==> config.mk <==
export PLATFORM = sky130hd
export DESIGN_NAME = supply_reset_ctrl
export DESIGN_NICKNAME = d
export VERILOG_FILES = /design/src/rtl/supply_reset_pkg.sv /design/src/rtl/srs_sync.sv /design/src/rtl/srs_glitch_filter.sv /design/src/rtl/srs_watchdog.sv /design/src/rtl/srs_seq_fsm.sv /design/src/rtl/supply_reset_ctrl.sv
export SDC_FILE = /design/constraint.sdc
export NUM_CORES = 1
export LEC_CHECK = 0
export ABC_AREA = 1
export BUFFER_PORTS_ARGS = -buffer_cell sky130_fd_sc_hd__buf_4
export CORE_UTILIZATION = 25
export CTS_CLUSTER_DIAMETER = 100
export DETAILED_ROUTE_END_ITERATION = 7
export PLACE_DENSITY = 0.45
export SYNTH_ARGS = -nofsm -noshare
export SYNTH_HDL_FRONTEND = slang
export SYNTH_SLANG_ARGS = --single-unit
==> constraint.sdc <==
create_clock -name clk -period 1.9 [get_ports clk]
set_clock_uncertainty 0.1 [all_clocks]
set_input_delay 0.095 -clock clk [delete_from_list [all_inputs] [get_ports clk]]
set_output_delay 0.095 -clock clk [all_outputs]
set_load 0.005 [all_outputs]
==> src/rtl/supply_reset_pkg.sv <==
package supply_reset_pkg;

    typedef enum logic [1:0] {
        ST_SUPPLY_LOW = 2'd0,
        ST_HOLD       = 2'd1,
        ST_RUN        = 2'd2
    } sup_state_t;

endpackage

==> src/rtl/srs_sync.sv <==
module srs_sync #(
    parameter int                 WIDTH   = 1,
    parameter int                 STAGES  = 2,
    parameter logic [WIDTH-1:0]   RST_VAL = '0
) (
    input  logic             clk,
    input  logic             arst_n,
    input  logic [WIDTH-1:0] d,
    output logic [WIDTH-1:0] q
);

    logic [WIDTH-1:0] stg [STAGES];

    generate
        for (genvar gi = 0; gi < STAGES; gi++) begin : g_stage
            if (gi == 0) begin : g_first
                always_ff @(posedge clk or negedge arst_n) begin
                    if (!arst_n) stg[gi] <= RST_VAL;
                    else         stg[gi] <= d;
                end
            end else begin : g_next
                always_ff @(posedge clk or negedge arst_n) begin
                    if (!arst_n) stg[gi] <= RST_VAL;
                    else         stg[gi] <= stg[gi-1];
                end
            end
        end
    endgenerate

    assign q = stg[STAGES-1];

endmodule

==> src/rtl/srs_glitch_filter.sv <==
module srs_glitch_filter #(
    parameter int GLITCH_CYC = 4
) (
    input  logic clk,
    input  logic arst_n,
    input  logic ok_s,
    output logic bad_o
);

    localparam int CW = (GLITCH_CYC > 1) ? $clog2(GLITCH_CYC) : 1;
    localparam logic [CW-1:0] LIM = CW'(GLITCH_CYC - 1);

    logic [CW-1:0] low_cnt;

    always_ff @(posedge clk or negedge arst_n) begin
        if (!arst_n) begin
            low_cnt <= LIM;
            bad_o   <= 1'b1;
        end else if (ok_s) begin
            low_cnt <= '0;
            bad_o   <= 1'b0;
        end else begin
            if (low_cnt != LIM) low_cnt <= low_cnt + 1'b1;
            if (low_cnt == LIM) bad_o <= 1'b1;
        end
    end

    // a single good sample ends the bad indication
    assert_good_sample_clears_R3: assert property (@(posedge clk) disable iff (!arst_n)
        ok_s |=> !bad_o);
    // a brown-out indication only follows a low sample
    assert_rise_needs_low_R3: assert property (@(posedge clk) disable iff (!arst_n)
        $rose(bad_o) |-> !$past(ok_s));

endmodule

==> src/rtl/srs_watchdog.sv <==
module srs_watchdog #(
    parameter int WDT_CYC = 300
) (
    input  logic clk,
    input  logic arst_n,
    input  logic kick_s,
    input  logic rst_active,
    output logic timeout_o
);

    localparam int CW = $clog2(WDT_CYC);
    localparam logic [CW-1:0] LIMIT = CW'(WDT_CYC - 1);

    logic          kick_d;
    logic          kick_edge;
    logic [CW-1:0] cnt;

    assign kick_edge = kick_s ^ kick_d;

    always_ff @(posedge clk or negedge arst_n) begin
        if (!arst_n) kick_d <= 1'b0;
        else         kick_d <= kick_s;
    end

    always_ff @(posedge clk or negedge arst_n) begin
        if (!arst_n) begin
            cnt       <= '0;
            timeout_o <= 1'b0;
        end else if (rst_active || kick_edge) begin
            cnt       <= '0;
            timeout_o <= 1'b0;
        end else begin
            if (cnt != LIMIT) cnt <= cnt + 1'b1;
            timeout_o <= (cnt == LIMIT);
        end
    end

    // frozen and cleared while reset is driven
    assert_frozen_in_reset_R6: assert property (@(posedge clk) disable iff (!arst_n)
        rst_active |=> (cnt == '0) && !timeout_o);
    // either direction of kick edge clears the count
    assert_kick_clears_R5: assert property (@(posedge clk) disable iff (!arst_n)
        kick_edge |=> (cnt == '0) && !timeout_o);

endmodule

==> src/rtl/srs_seq_fsm.sv <==
module srs_seq_fsm
    import supply_reset_pkg::*;
#(
    parameter int HOLD_CYC = 64
) (
    input  logic clk,
    input  logic arst_n,
    input  logic supply_bad,
    input  logic ext_req,
    input  logic wdt_to,
    output logic rst_hi_o,
    output logic rst_lo_o
);

    localparam int HW = (HOLD_CYC > 1) ? $clog2(HOLD_CYC) : 1;
    localparam logic [HW-1:0] HOLD_LAST = HW'(HOLD_CYC - 1);

    sup_state_t    state, state_n;
    logic [HW-1:0] cnt, cnt_n;

    always_comb begin
        state_n = state;
        cnt_n   = cnt;
        if (supply_bad) begin
            state_n = ST_SUPPLY_LOW;
            cnt_n   = '0;
        end else begin
            unique case (state)
                ST_SUPPLY_LOW: begin
                    state_n = ST_HOLD;
                    cnt_n   = '0;
                end
                ST_HOLD: begin
                    if (ext_req) begin
                        cnt_n = '0;
                    end else if (cnt == HOLD_LAST) begin
                        state_n = ST_RUN;
                        cnt_n   = '0;
                    end else begin
                        cnt_n = cnt + 1'b1;
                    end
                end
                ST_RUN: begin
                    if (ext_req || wdt_to) begin
                        state_n = ST_HOLD;
                        cnt_n   = '0;
                    end
                end
                default: begin
                    state_n = ST_SUPPLY_LOW;
                    cnt_n   = '0;
                end
            endcase
        end
    end

    always_ff @(posedge clk or negedge arst_n) begin
        if (!arst_n) begin
            state <= ST_SUPPLY_LOW;
            cnt   <= '0;
        end else begin
            state <= state_n;
            cnt   <= cnt_n;
        end
    end

    always_ff @(posedge clk or negedge arst_n) begin
        if (!arst_n) begin
            rst_hi_o <= 1'b1;
            rst_lo_o <= 1'b0;
        end else begin
            rst_hi_o <= (state_n != ST_RUN);
            rst_lo_o <= (state_n == ST_RUN);
        end
    end

    assert_supply_low_holds_R1: assert property (@(posedge clk) disable iff (!arst_n)
        supply_bad |=> rst_hi_o && !rst_lo_o);
    assert_release_after_hold_R2: assert property (@(posedge clk) disable iff (!arst_n)
        $fell(rst_hi_o) |-> $past(state) == ST_HOLD);
    assert_timeout_starts_hold_R4: assert property (@(posedge clk) disable iff (!arst_n)
        (wdt_to && state == ST_RUN && !supply_bad) |=> rst_hi_o && state == ST_HOLD);
    assert_ext_req_holds_R7: assert property (@(posedge clk) disable iff (!arst_n)
        ext_req |=> rst_hi_o);
    assert_opposite_polarity_R8: assert property (@(posedge clk) disable iff (!arst_n)
        rst_hi_o != rst_lo_o);

endmodule

==> src/rtl/supply_reset_ctrl.sv <==
module supply_reset_ctrl #(
    parameter int HOLD_CYC    = 64,
    parameter int GLITCH_CYC  = 4,
    parameter int WDT_CYC     = 300,
    parameter int SYNC_STAGES = 2
) (
    input  logic clk,
    input  logic arst_n,
    input  logic supply_ok,
    input  logic wdt_kick,
    input  logic rst_hi_pin,
    input  logic rst_lo_pin,
    output logic rst_hi_out,
    output logic rst_lo_out
);

    // bit order: 3 supply, 2 kick, 1 hi pin, 0 lo pin
    localparam int NIN = 4;
    localparam logic [NIN-1:0] IDLE_VAL = 4'b0001;

    logic [NIN-1:0] raw, synced;
    logic           supply_bad;
    logic           ext_req;
    logic           wdt_to;

    assign raw = {supply_ok, wdt_kick, rst_hi_pin, rst_lo_pin};

    srs_sync #(.WIDTH(NIN), .STAGES(SYNC_STAGES), .RST_VAL(IDLE_VAL)) u_sync (
        .clk    (clk),
        .arst_n (arst_n),
        .d      (raw),
        .q      (synced)
    );

    srs_glitch_filter #(.GLITCH_CYC(GLITCH_CYC)) u_filter (
        .clk    (clk),
        .arst_n (arst_n),
        .ok_s   (synced[3]),
        .bad_o  (supply_bad)
    );

    assign ext_req = synced[1] | ~synced[0];

    srs_watchdog #(.WDT_CYC(WDT_CYC)) u_wdt (
        .clk        (clk),
        .arst_n     (arst_n),
        .kick_s     (synced[2]),
        .rst_active (rst_hi_out),
        .timeout_o  (wdt_to)
    );

    srs_seq_fsm #(.HOLD_CYC(HOLD_CYC)) u_fsm (
        .clk        (clk),
        .arst_n     (arst_n),
        .supply_bad (supply_bad),
        .ext_req    (ext_req),
        .wdt_to     (wdt_to),
        .rst_hi_o   (rst_hi_out),
        .rst_lo_o   (rst_lo_out)
    );

endmodule

==> results_dict.tcl <==
set metrics [dict create \
    status "finished, final reports clean" \
    num-nets-final 188 \
    track_usage_pct 9.49 \
    clk_latency_ps 280 \
    end_kind "register" \
    wl_per_cell_um 9.70 \
    grt_pass1_vias 1018 \
    antenna_found_initial 0 \
    synthCells 160 \
    grt_pass1_wl_mm 4.42 \
    power_density_nw_per_um2 913 \
    synth_warnings 0 \
    cts_setup_buffers 0 \
    placedCellCount 239 \
    cpLargestDelayFamily "simple AND/OR/NAND/NOR gates" \
    cp_cell_sequence "ha_1 > nand2_1 > nor3_2 > nand2_1 > nor2_2 > nand2_1 > nand2_1" \
    design.die.area_sq_um 6240 \
    leakagePower_uw 0.000862 \
    crit_top_cell "nand2_1" \
    layout_common_cells "nand2_1 (32), dfrtp_1 (26), nor2_1 (20)" \
    crit_fanout 4 \
    multiInputGateArea_sq_um 587 \
    root_buffer "clkbuf_8" \
    mappedNetlistArea_sq_um 1480 \
    cp.required_ps 2020 \
    cts_buffers 5 \
    yosysTopAreaCell "dfrtp_1" \
    die_y_um 79.0 \
    seq_area_sq_um 808 \
    drive_above_1_share_pct 25.0 \
    port_buffers 7 \
    drtIter0Drc 37 \
    synthFlopType "dfrtp_1" \
    cts_tree "built" \
    worst_slack_ps 520 \
    ant_nets 0 \
    holdCritPathClass "in2async" \
    drc 0 \
    rows 27 \
    core_area_sq_um 5610 \
    peakVddDrop_uv 377 \
    antenna_cells 0 \
    max-slew-margin-rel_pct 72.9 \
    start_util_pct 26.4 \
    via_count 1020 \
    worst_ep_arrival_time_ps 1500 \
    setup-tns-final_ps 0 \
    timing.final.crit_share_pct 72.7 \
    synth.area.top_cells "dfrtp_1 (44%), dfstp_2 (11%), nand2_1 (8.1%)" \
    total_power_uw 1640 \
    areaGrowthSynthToFinish_pct 21.5 \
    fin_crit_ps 1380 \
    clkTransAtPathRegs_ps 70 \
    gp_congestion 0.747 \
    rsz0062_at_grt "false" \
    ys_ff_latch 32 \
    post-place-ws_ps 503 \
    max_freq_mhz 724 \
    synth_nets 169 \
    netlist.area_leader.share_pct 43.9 \
    maxSlewViolCount 0 \
    syn_avg_cell_area_sq_um 9.26 \
    dr.pass1.iters 4 \
    crit_buf_inv 0 \
    synth_edf_count 0 \
    hold_violations 0 \
    crit_path_max_incr_delay_ps 400 \
    worstMarginPinSlew_ps 406 \
    synthDistinctLibCells 26 \
    cp-start-kind "register" \
    maxCapViolCount 0 \
    ios 8 \
    worstSetupPathType "reg2reg" \
    htree_levels 2 \
    cts.sinks 32 \
    ys_seq_area_share_pct 54.6 \
    routed_wirelength_mm 2.45 \
    synthArstFlopShare_pct 100 \
    nFillCells 604 \
    grt_max_degree 33 \
    fp.dieW_um 79.0 \
    setup_violations 0 \
    clock_path_buffers 2 \
    dpl.hpwl_mm 1.73 \
    crit_path_top_delay_cell "dfrtp_1" \
    layout_commonest_cell "nand2_1" \
    instances_no_fill 252 \
    finalHoldWorstSlack_ps 183 \
    viasPerCell 4.05 \
    grt_overflow 0 \
]
==> routing by layer <==
| layer | vias up | GRT usage, % | wire length (um) |
|---|---|---|---|
| met4 | 0 | 6.00 | 72 |
| met5 | - | 0 | 0 |
| met3 | 6 | 3.45 | 59 |
| met2 | 11 | 14.8 | 1080 |
| met1 | 461 | 11.0 | 1240 |
| li1 | 542 | - | - |
==> through the flow <==
stage          util [%]  cell area [sq um]
3_3_place_gp       29.0               1620
3_5_place_dp       29.0               1620
5_1_grt            32.1               1800
6_report           32.1               1800
2_1_floorplan         -               1480
4_1_cts            32.1               1800
==> sequential cells by signal, indices dropped and copies added (netlist names) <==
| register | flops |
|---|---|
| u_wdt.timeout_o | 1 |
| u_sync.q | 4 |
| u_sync.stg | 4 |
| u_fsm.rst_hi_o | 1 |
| u_filter.low_cnt | 2 |
| u_wdt.cnt | 9 |
| u_fsm.rst_lo_o | 1 |
| u_wdt.kick_d | 1 |
| u_filter.bad_o | 1 |
| u_fsm.cnt | 6 |
| u_fsm.state | 2 |
==> power breakdown <==
group          internal (uW)  switching (uW)
Combinational           56.8            79.5
Sequential               750            44.0
Clock                    463             251
Total                   1270             374
==> path summary, 6_finish.rpt <==
path                                          start                  endpoint  cells after the start  slack [ps]
max in group asynchronous                    arst_n   u_sync.stg[4]$_DFF_PN1_                      2        1190
max reg2reg                u_wdt.cnt[0]$_DFFE_PN0N_  u_wdt.cnt[0]$_DFFE_PN0N_                      7         520
min in group clk            u_sync.stg[6]$_DFF_PN0_     u_sync.q[2]$_DFF_PN0_                      0         250
min reg2reg                 u_sync.stg[6]$_DFF_PN0_     u_sync.q[2]$_DFF_PN0_                      0         250
max                        u_wdt.cnt[0]$_DFFE_PN0N_  u_wdt.cnt[0]$_DFFE_PN0N_                      7         520
min                                          arst_n  u_fsm.cnt[4]$_DFFE_PN0P_                      2         180
==> logic make-up (layout without fill, tap and decap cells) <==
group                      after synthesis  count (layout)  synth area share, %
AOI/OAI and AO/OA                       13              13                 5.49
xor gates and xnor gates                 4               4                 2.37
adders and majority gates                3               3                 2.53
buffers and inverters                   23              43                 5.83
DFF                                     32              32                 54.6
and+or+nand+nor                         85              85                 29.2
==> final cells by class <==
type,count,area share [%]
clock buffer,7,5.35
clock inverter,1,1.67
inverter,23,4.79
multi-input combinational,105,32.6
sequential,32,44.9
timing repair buffer,12,5.70
tap,72,5.00
==> Yosys cell counts (2+ instances only) <==
| library cell | n |
|---|---|
| xor2_1 | 3 |
| nor2_2 | 3 |
| nand2_1 | 32 |
| nor2_1 | 20 |
| nor3_2 | 4 |
| inv_2 | 4 |
| dfstp_2 | 6 |
| nor3_1 | 2 |
| nor2_4 | 3 |
| nand3_1 | 8 |
| dfrtp_1 | 26 |
| inv_1 | 19 |
| a21oi_1 | 4 |
| o21ai_0 | 4 |
| nand4_1 | 4 |
| o21ai_1 | 2 |
| ha_1 | 3 |
| nand3_2 | 2 |
| nand2_2 | 4 |
==> repair_timing <==
| action | CTS | global route |
|---|---|---|
| endpoints found under the setup margin | 0 | 0 |
| gates resized for setup | 0 | 0 |
| hold buffers | 5 | 0 |
| hold endpoints to repair | 36 | 0 |
Note: power is estimated with default switching activity, not from simulation.
